$ cat config.mk
export PLATFORM = sky130hd
export DESIGN_NAME = rrm_rotate_map
export DESIGN_NICKNAME = d
export VERILOG_FILES = /design/src/rtl/rrm_pkg.sv /design/src/rtl/rrm_rot_offset.sv /design/src/rtl/rrm_window_map.sv /design/src/rtl/rrm_rotate_map.sv
export SDC_FILE = /design/constraint.sdc
export NUM_CORES = 1
export LEC_CHECK = 0
export CELL_PAD_IN_SITES_DETAIL_PLACEMENT = 2
export CELL_PAD_IN_SITES_GLOBAL_PLACEMENT = 2
export CORE_ASPECT_RATIO = 0.8
export CORE_MARGIN = 5
export CORE_UTILIZATION = 32
export DETAILED_ROUTE_END_ITERATION = 8
export PLACE_DENSITY = 0.83
export SYNTH_ARGS = -nofsm -noshare
export SYNTH_HDL_FRONTEND = slang
export SYNTH_SLANG_ARGS = --single-unit
$ cat constraint.sdc
create_clock -name clk -period 4.4 [get_ports clk]
set_input_delay 0.44 -clock clk [delete_from_list [all_inputs] [get_ports clk]]
set_output_delay 0.44 -clock clk [all_outputs]
set_load 0.02 [all_outputs]
$ cat src/rtl/rrm_pkg.sv
package rrm_pkg;
  localparam int GR_IDX_W_D  = 7;
  localparam int PR_IDX_W_D  = 6;
  localparam int FR_IDX_W_D  = 7;
  localparam int GR_BASE_D   = 32;
  localparam int PR_BASE_D   = 16;
  localparam int FR_BASE_D   = 16;

  typedef enum logic [1:0] {
    OFS_HOLD  = 2'd0,
    OFS_CLEAR = 2'd1,
    OFS_STEP  = 2'd2
  } ofs_cmd_e;
endpackage

$ cat src/rtl/rrm_rot_offset.sv
module rrm_rot_offset #(
  parameter int W = 7
) (
  input  logic                clk,
  input  logic                rst_n,
  input  rrm_pkg::ofs_cmd_e   cmd,
  input  logic [W-1:0]        size,
  output logic [W-1:0]        off
);
  import rrm_pkg::*;

  logic [W-1:0] off_q, off_d;

  always_comb begin
    off_d = off_q;
    case (cmd)
      OFS_CLEAR: off_d = '0;
      OFS_STEP: begin
        if (size == '0)
          off_d = '0;
        else if (off_q == '0 || off_q >= size)
          off_d = size - W'(1);
        else
          off_d = off_q - W'(1);
      end
      default: off_d = off_q;
    endcase
  end

  always_ff @(posedge clk or negedge rst_n) begin
    if (!rst_n) off_q <= '0;
    else        off_q <= off_d;
  end

  assign off = off_q;
endmodule

$ cat src/rtl/rrm_window_map.sv
module rrm_window_map #(
  parameter int W    = 7,
  parameter int BASE = 32
) (
  input  logic [W-1:0] log_idx,
  input  logic [W-1:0] size,
  input  logic [W-1:0] off,
  output logic [W-1:0] phys_idx
);
  localparam logic [W-1:0] BASE_V = W'(BASE);

  logic [W-1:0] rel;
  logic [W:0]   sum;
  logic         in_win;
  logic         wrap;
  logic [W-1:0] red;

  always_comb begin
    rel      = log_idx - BASE_V;
    in_win   = (log_idx >= BASE_V) && (rel < size);
    sum      = {1'b0, rel} + {1'b0, off};
    wrap     = sum >= {1'b0, size};
    red      = wrap ? W'(sum - {1'b0, size}) : W'(sum);
    phys_idx = in_win ? (BASE_V + red) : log_idx;
  end
endmodule

$ cat src/rtl/rrm_rotate_map.sv
module rrm_rotate_map #(
  parameter int GR_IDX_W = rrm_pkg::GR_IDX_W_D,
  parameter int PR_IDX_W = rrm_pkg::PR_IDX_W_D,
  parameter int FR_IDX_W = rrm_pkg::FR_IDX_W_D,
  parameter int GR_BASE  = rrm_pkg::GR_BASE_D,
  parameter int PR_BASE  = rrm_pkg::PR_BASE_D,
  parameter int FR_BASE  = rrm_pkg::FR_BASE_D
) (
  input  logic                clk,
  input  logic                rst_n,
  input  logic                rot_dec,
  input  logic                rot_clr,
  input  logic [GR_IDX_W-1:0] gr_rot_size,
  input  logic                stage_pred,
  input  logic [GR_IDX_W-1:0] gr_log,
  input  logic [PR_IDX_W-1:0] pr_log,
  input  logic [FR_IDX_W-1:0] fr_log,
  output logic [GR_IDX_W-1:0] gr_phys,
  output logic [PR_IDX_W-1:0] pr_phys,
  output logic [FR_IDX_W-1:0] fr_phys,
  output logic                pr_inj_we,
  output logic [PR_IDX_W-1:0] pr_inj_idx,
  output logic                pr_inj_val
);
  import rrm_pkg::*;

  localparam int GR_MAX_ROT = (1 << GR_IDX_W) - GR_BASE;
  localparam int PR_ROT_SZ  = (1 << PR_IDX_W) - PR_BASE;
  localparam int FR_ROT_SZ  = (1 << FR_IDX_W) - FR_BASE;
  localparam logic [GR_IDX_W-1:0] GR_MAX_V = GR_IDX_W'(GR_MAX_ROT);
  localparam logic [PR_IDX_W-1:0] PR_SZ_V  = PR_IDX_W'(PR_ROT_SZ);
  localparam logic [FR_IDX_W-1:0] FR_SZ_V  = FR_IDX_W'(FR_ROT_SZ);
  localparam logic [PR_IDX_W-1:0] PR_TOP_V = PR_IDX_W'((1 << PR_IDX_W) - 1);

  ofs_cmd_e              cmd;
  logic [GR_IDX_W-1:0]   gr_size_eff;
  logic [GR_IDX_W-1:0]   gr_off;
  logic [PR_IDX_W-1:0]   pr_off;
  logic [FR_IDX_W-1:0]   fr_off;

  always_comb begin
    if (rot_clr)      cmd = OFS_CLEAR;
    else if (rot_dec) cmd = OFS_STEP;
    else              cmd = OFS_HOLD;
  end

  assign gr_size_eff = (gr_rot_size > GR_MAX_V) ? GR_MAX_V : gr_rot_size;

  rrm_rot_offset #(.W(GR_IDX_W)) u_gr_ofs (
    .clk(clk), .rst_n(rst_n), .cmd(cmd), .size(gr_size_eff), .off(gr_off));
  rrm_rot_offset #(.W(PR_IDX_W)) u_pr_ofs (
    .clk(clk), .rst_n(rst_n), .cmd(cmd), .size(PR_SZ_V), .off(pr_off));
  rrm_rot_offset #(.W(FR_IDX_W)) u_fr_ofs (
    .clk(clk), .rst_n(rst_n), .cmd(cmd), .size(FR_SZ_V), .off(fr_off));

  rrm_window_map #(.W(GR_IDX_W), .BASE(GR_BASE)) u_gr_map (
    .log_idx(gr_log), .size(gr_size_eff), .off(gr_off), .phys_idx(gr_phys));
  rrm_window_map #(.W(PR_IDX_W), .BASE(PR_BASE)) u_pr_map (
    .log_idx(pr_log), .size(PR_SZ_V), .off(pr_off), .phys_idx(pr_phys));
  rrm_window_map #(.W(FR_IDX_W), .BASE(FR_BASE)) u_fr_map (
    .log_idx(fr_log), .size(FR_SZ_V), .off(fr_off), .phys_idx(fr_phys));

  // Slot that wraps on the next rotation: current home of the top predicate.
  rrm_window_map #(.W(PR_IDX_W), .BASE(PR_BASE)) u_inj_map (
    .log_idx(PR_TOP_V), .size(PR_SZ_V), .off(pr_off), .phys_idx(pr_inj_idx));

  assign pr_inj_we  = (cmd == OFS_STEP);
  assign pr_inj_val = stage_pred;
endmodule

==> load_flow_metrics.sql <==
INSERT INTO impl_metrics (metric_group, metric, value, unit) VALUES
('floorplanning', 'fp.coreArea', '10200', 'µm²'),
('worst_setup_path', 'required', '3.96', 'ns'),
('yosys', 'synth.net_count', '496', ''),
('clock_tree', 'cts.clk_slew.worst_paths', '0.06', 'ns'),
('clock_tree', 'clockBufferDepth', '2', ''),
('layout', 'final_nets', '606', ''),
('clock_tree', 'cts_tree', 'done', ''),
('timing', 'grt_setup_unrepaired', 'no', ''),
('layout', 'multiInputGateArea', '2730', 'µm²'),
('yosys', 'portion_of_the_post_synthesis_area_used_by_sequential_elements', '15.2', '%'),
('min_path', 'worst_hold_startpoint', 'u_fr_ofs.off[0]', ''),
('layout', 'antennaDiodeCount', '0', ''),
('routing', 'ant_nets', '0', ''),
('global_routing', 'grt_overflow', '0', ''),
('timing', 'fin_skew', '0.000827', 'ns'),
('clock_tree', 'clk_root_buffer_cell', 'sky130_fd_sc_hd__clkbuf_16', ''),
('yosys', 'post_synth_inst_count', '408', ''),
('clock_tree', 'cts_buffers', '3', ''),
('routing', 'detail_route.drc_violations', '0', ''),
('worst_setup_path', 'most_common_cell_on_crit_path', 'sky130_fd_sc_hd__buf_4', ''),
('floorplanning', 'die_h', '101', 'µm'),
('worst_setup_path', 'crit_fanout', '4', ''),
('min_path', 'hold_end', 'u_fr_ofs.off[0]', ''),
('timing', 'final.min_clock_period', '4.26', 'ns'),
('routing', 'drt-wirelength-per-cell', '22.4', 'µm'),
('global_routing', 'antenna_found_initial', '0', ''),
('power', 'p_total', '2.84', 'mW'),
('worst_setup_path', 'r2r-end', 'u_gr_ofs.off[3]', ''),
('floorplanning', 'floorplan.die_area', '12400', 'µm²'),
('worst_setup_path', 'worstSetupEndpointType', 'output pin', ''),
('yosys', 'postSynth.asyncResetShare', '100', '%'),
('yosys', 'count_of_synthesis_stage_warnings_from_yosys', '0', ''),
('clock_tree', 'count_of_clock_tree_sinks', '20', ''),
('global_routing', 'grt_pass1_vias', '4220', ''),
('timing', 'tightestPinTransition', '0.978', 'ns'),
('yosys', 'synth.cell_area', '3280', 'µm²'),
('yosys', 'synth_flop_cell', 'sky130_fd_sc_hd__dfrtp_1', ''),
('global_routing', 'grt_max_degree', '21', ''),
('layout', 'register_area', '500', 'µm²'),
('clock_tree', 'insertion_delay', '0.25', 'ns'),
('layout', 'most_common_library_cell_in_the_layout_ignoring_fill_and_taps', 'sky130_fd_sc_hd__buf_4', ''),
('floorplanning', 'pin_count', '60', ''),
('floorplanning', 'chipWidth', '123', 'µm'),
('timing', 'finalHoldWorstSlack', '0.596', 'ns'),
('worst_setup_path', 'r2r_start', 'u_gr_ofs.off[0]', ''),
('timing', 'timing.max_slew.rel_slack', '34.6', '%'),
('global_routing', 'global_route.usage.total', '22.4', '%'),
('floorplanning', 'fp-row-count', '33', ''),
('layout', 'area_growth', '40.2', '%'),
('worst_setup_path', 'timing_worst_setup_path_type', 'primary input to output pin', ''),
('run_status', 'run_status', 'finished clean', ''),
('placed_design', 'finalWeightedCongestion', '0.823', ''),
('routing', 'num_vias', '3710', ''),
('layout', 'final_core_util', '45.3', '%'),
('worst_setup_path', 'timing.critical_path.arrival', '3.82', 'ns'),
('placed_design', 'hpwl', '11000', 'µm'),
('timing', 'setup_slack', '0.135', 'ns'),
('worst_setup_path', 'reg2reg_slack', '1.60', 'ns'),
('global_routing', 'global_route_wire_length_before_repair', '22100', 'µm'),
('timing', 'slew_viol_final', '0', ''),
('min_path', 'hold-path-cell-count', '1', ''),
('worst_setup_path', 'reg2reg_depth', '10', ''),
('layout', 'mostFrequentLayoutCells', 'sky130_fd_sc_hd__buf_4, sky130_fd_sc_hd__ha_1, sky130_fd_sc_hd__clkdlybuf4s50_1, sky130_fd_sc_hd__inv_1, sky130_fd_sc_hd__nor2_1', ''),
('run', 'max_cap_violations', '0', ''),
('worst_setup_path', 'start_kind', 'primary input', ''),
('clock_tree', 'count_of_hold_fix_buffers_inserted_at_cts', '0', ''),
('placed_design', 'count_of_buffers_from_port_buffering', '57', ''),
('routing', 'drt_pre_antenna_iters', '5', ''),
('clock_tree', 'htree_levels', '1', ''),
('timing', 'number_of_endpoints_with_negative_hold_slack_in_the_final_report', '0', ''),
('yosys', 'synth_cell_type_count', '57', '');
## synth_stat cells (all sizes together), types with 4 or more instances
cell	instances	area (µm²)
xnor2	15	131
a21o	15	113
a211o	4	35.0
nor2b	5	31.3
fa	4	80.1
nor3	7	35.0
dfrtp	20	500
ha	52	651
nor2	34	128
and2	5	31.3
clkbuf	6	22.5
o21a	9	67.6
inv	34	128
o31ai	4	30.0
xor2	9	78.8
a311oi	7	61.3
a211oi	10	75.1
nand2	33	124
a31oi	4	25.0
mux2i	6	60.1
nor4	5	31.3
a21oi	25	125
o21ai	24	124
nand2b	7	43.8
mux2	15	173
nand3	11	55.1
## state kept, by name, summed over array words and instances (netlist names)
register,cells
u_fr_ofs.off,7
u_gr_ofs.off,7
u_pr_ofs.off,6
## worst max-delay path, delay by kind of cell
family | cells | cell delay, ns
muxes | 2 | 0.45
AOI/OAI and AO/OA | 4 | 0.68
buffers and inverters | 4 | 0.97
xor gates and xnor gates | 2 | 0.35
and+or+nand+nor | 1 | 0.25
adders and majority gates | 2 | 0.69
## timing repair
| action | 4_1_cts | 5_1_grt |
|---|---|---|
| gates resized for setup | 35 | 24 |
| endpoints found under the setup margin | 11 | 11 |
| pin swaps | 3 | 14 |
| setup buffers | 2 | 2 |
## kinds of logic after synthesis
logic type / count (synthesis) / synth area share [%]
buf+inv: 42 / 5.14
simple gates: 122 / 18.2
compound gates: 123 / 25.7
flops: 20 / 15.2
xor+xnor: 24 / 6.40
fa+ha+maj: 56 / 22.2
mux: 21 / 7.09
## layer usage
layer / vias up / global-route usage [%] / part of all wire, %
met5: - / 0 / 0
met4: 0 / 2.89 / 2.3
met3: 28 / 2.75 / 3.4
met2: 91 / 42.8 / 52
met1: 1876 / 27.2 / 42
li1: 1715 / - / -
## how the worst max path moves through the flow
stage / startpoint / end / slack (ns) / cells after the start
finish: gr_log[2] / gr_phys[6] / 0.14 / 15
global route: gr_log[2] / gr_phys[6] / 0.009 / 15
CTS: gr_log[0] / gr_phys[5] / 0.002 / 15
detailed placement: gr_log[0] / gr_phys[0] / -0.56 / 17
global placement: gr_log[0] / gr_phys[1] / -0.33 / 15
floorplan: gr_log[0] / gr_phys[1] / 0.70 / 13
## per-stage QoR
| stage | setup TNS, ns | area, µm² | std cells |
|---|---|---|---|
| 6_report | 0 | 4600 | 657 |
| 5_1_grt | 0 | 4600 | 657 |
| 4_1_cts | 0 | 4530 | 655 |
| 3_5_place_dp | -4.20 | 4380 | 649 |
| 3_3_place_gp | -2.13 | 4380 | 649 |
| 2_1_floorplan | 0 | 3280 | 408 |
## layout make-up
cell class / instances / share of cell area, %
inverter: 34 / 2.77
multi-input combinational: 346 / 59.4
clock buffer: 4 / 1.93
sequential: 20 / 10.9
tap: 140 / 3.81
timing repair buffer: 113 / 21.3
## report_power, final
part,leakage (nW),internal (mW),switching [mW]
Clock,0.0442,0.139,0.0748
Sequential,0.263,0.218,0.0708
Combinational,1.88,1.10,1.24
Total,2.19,1.46,1.38
Note: power is estimated with default switching activity, not from simulation.
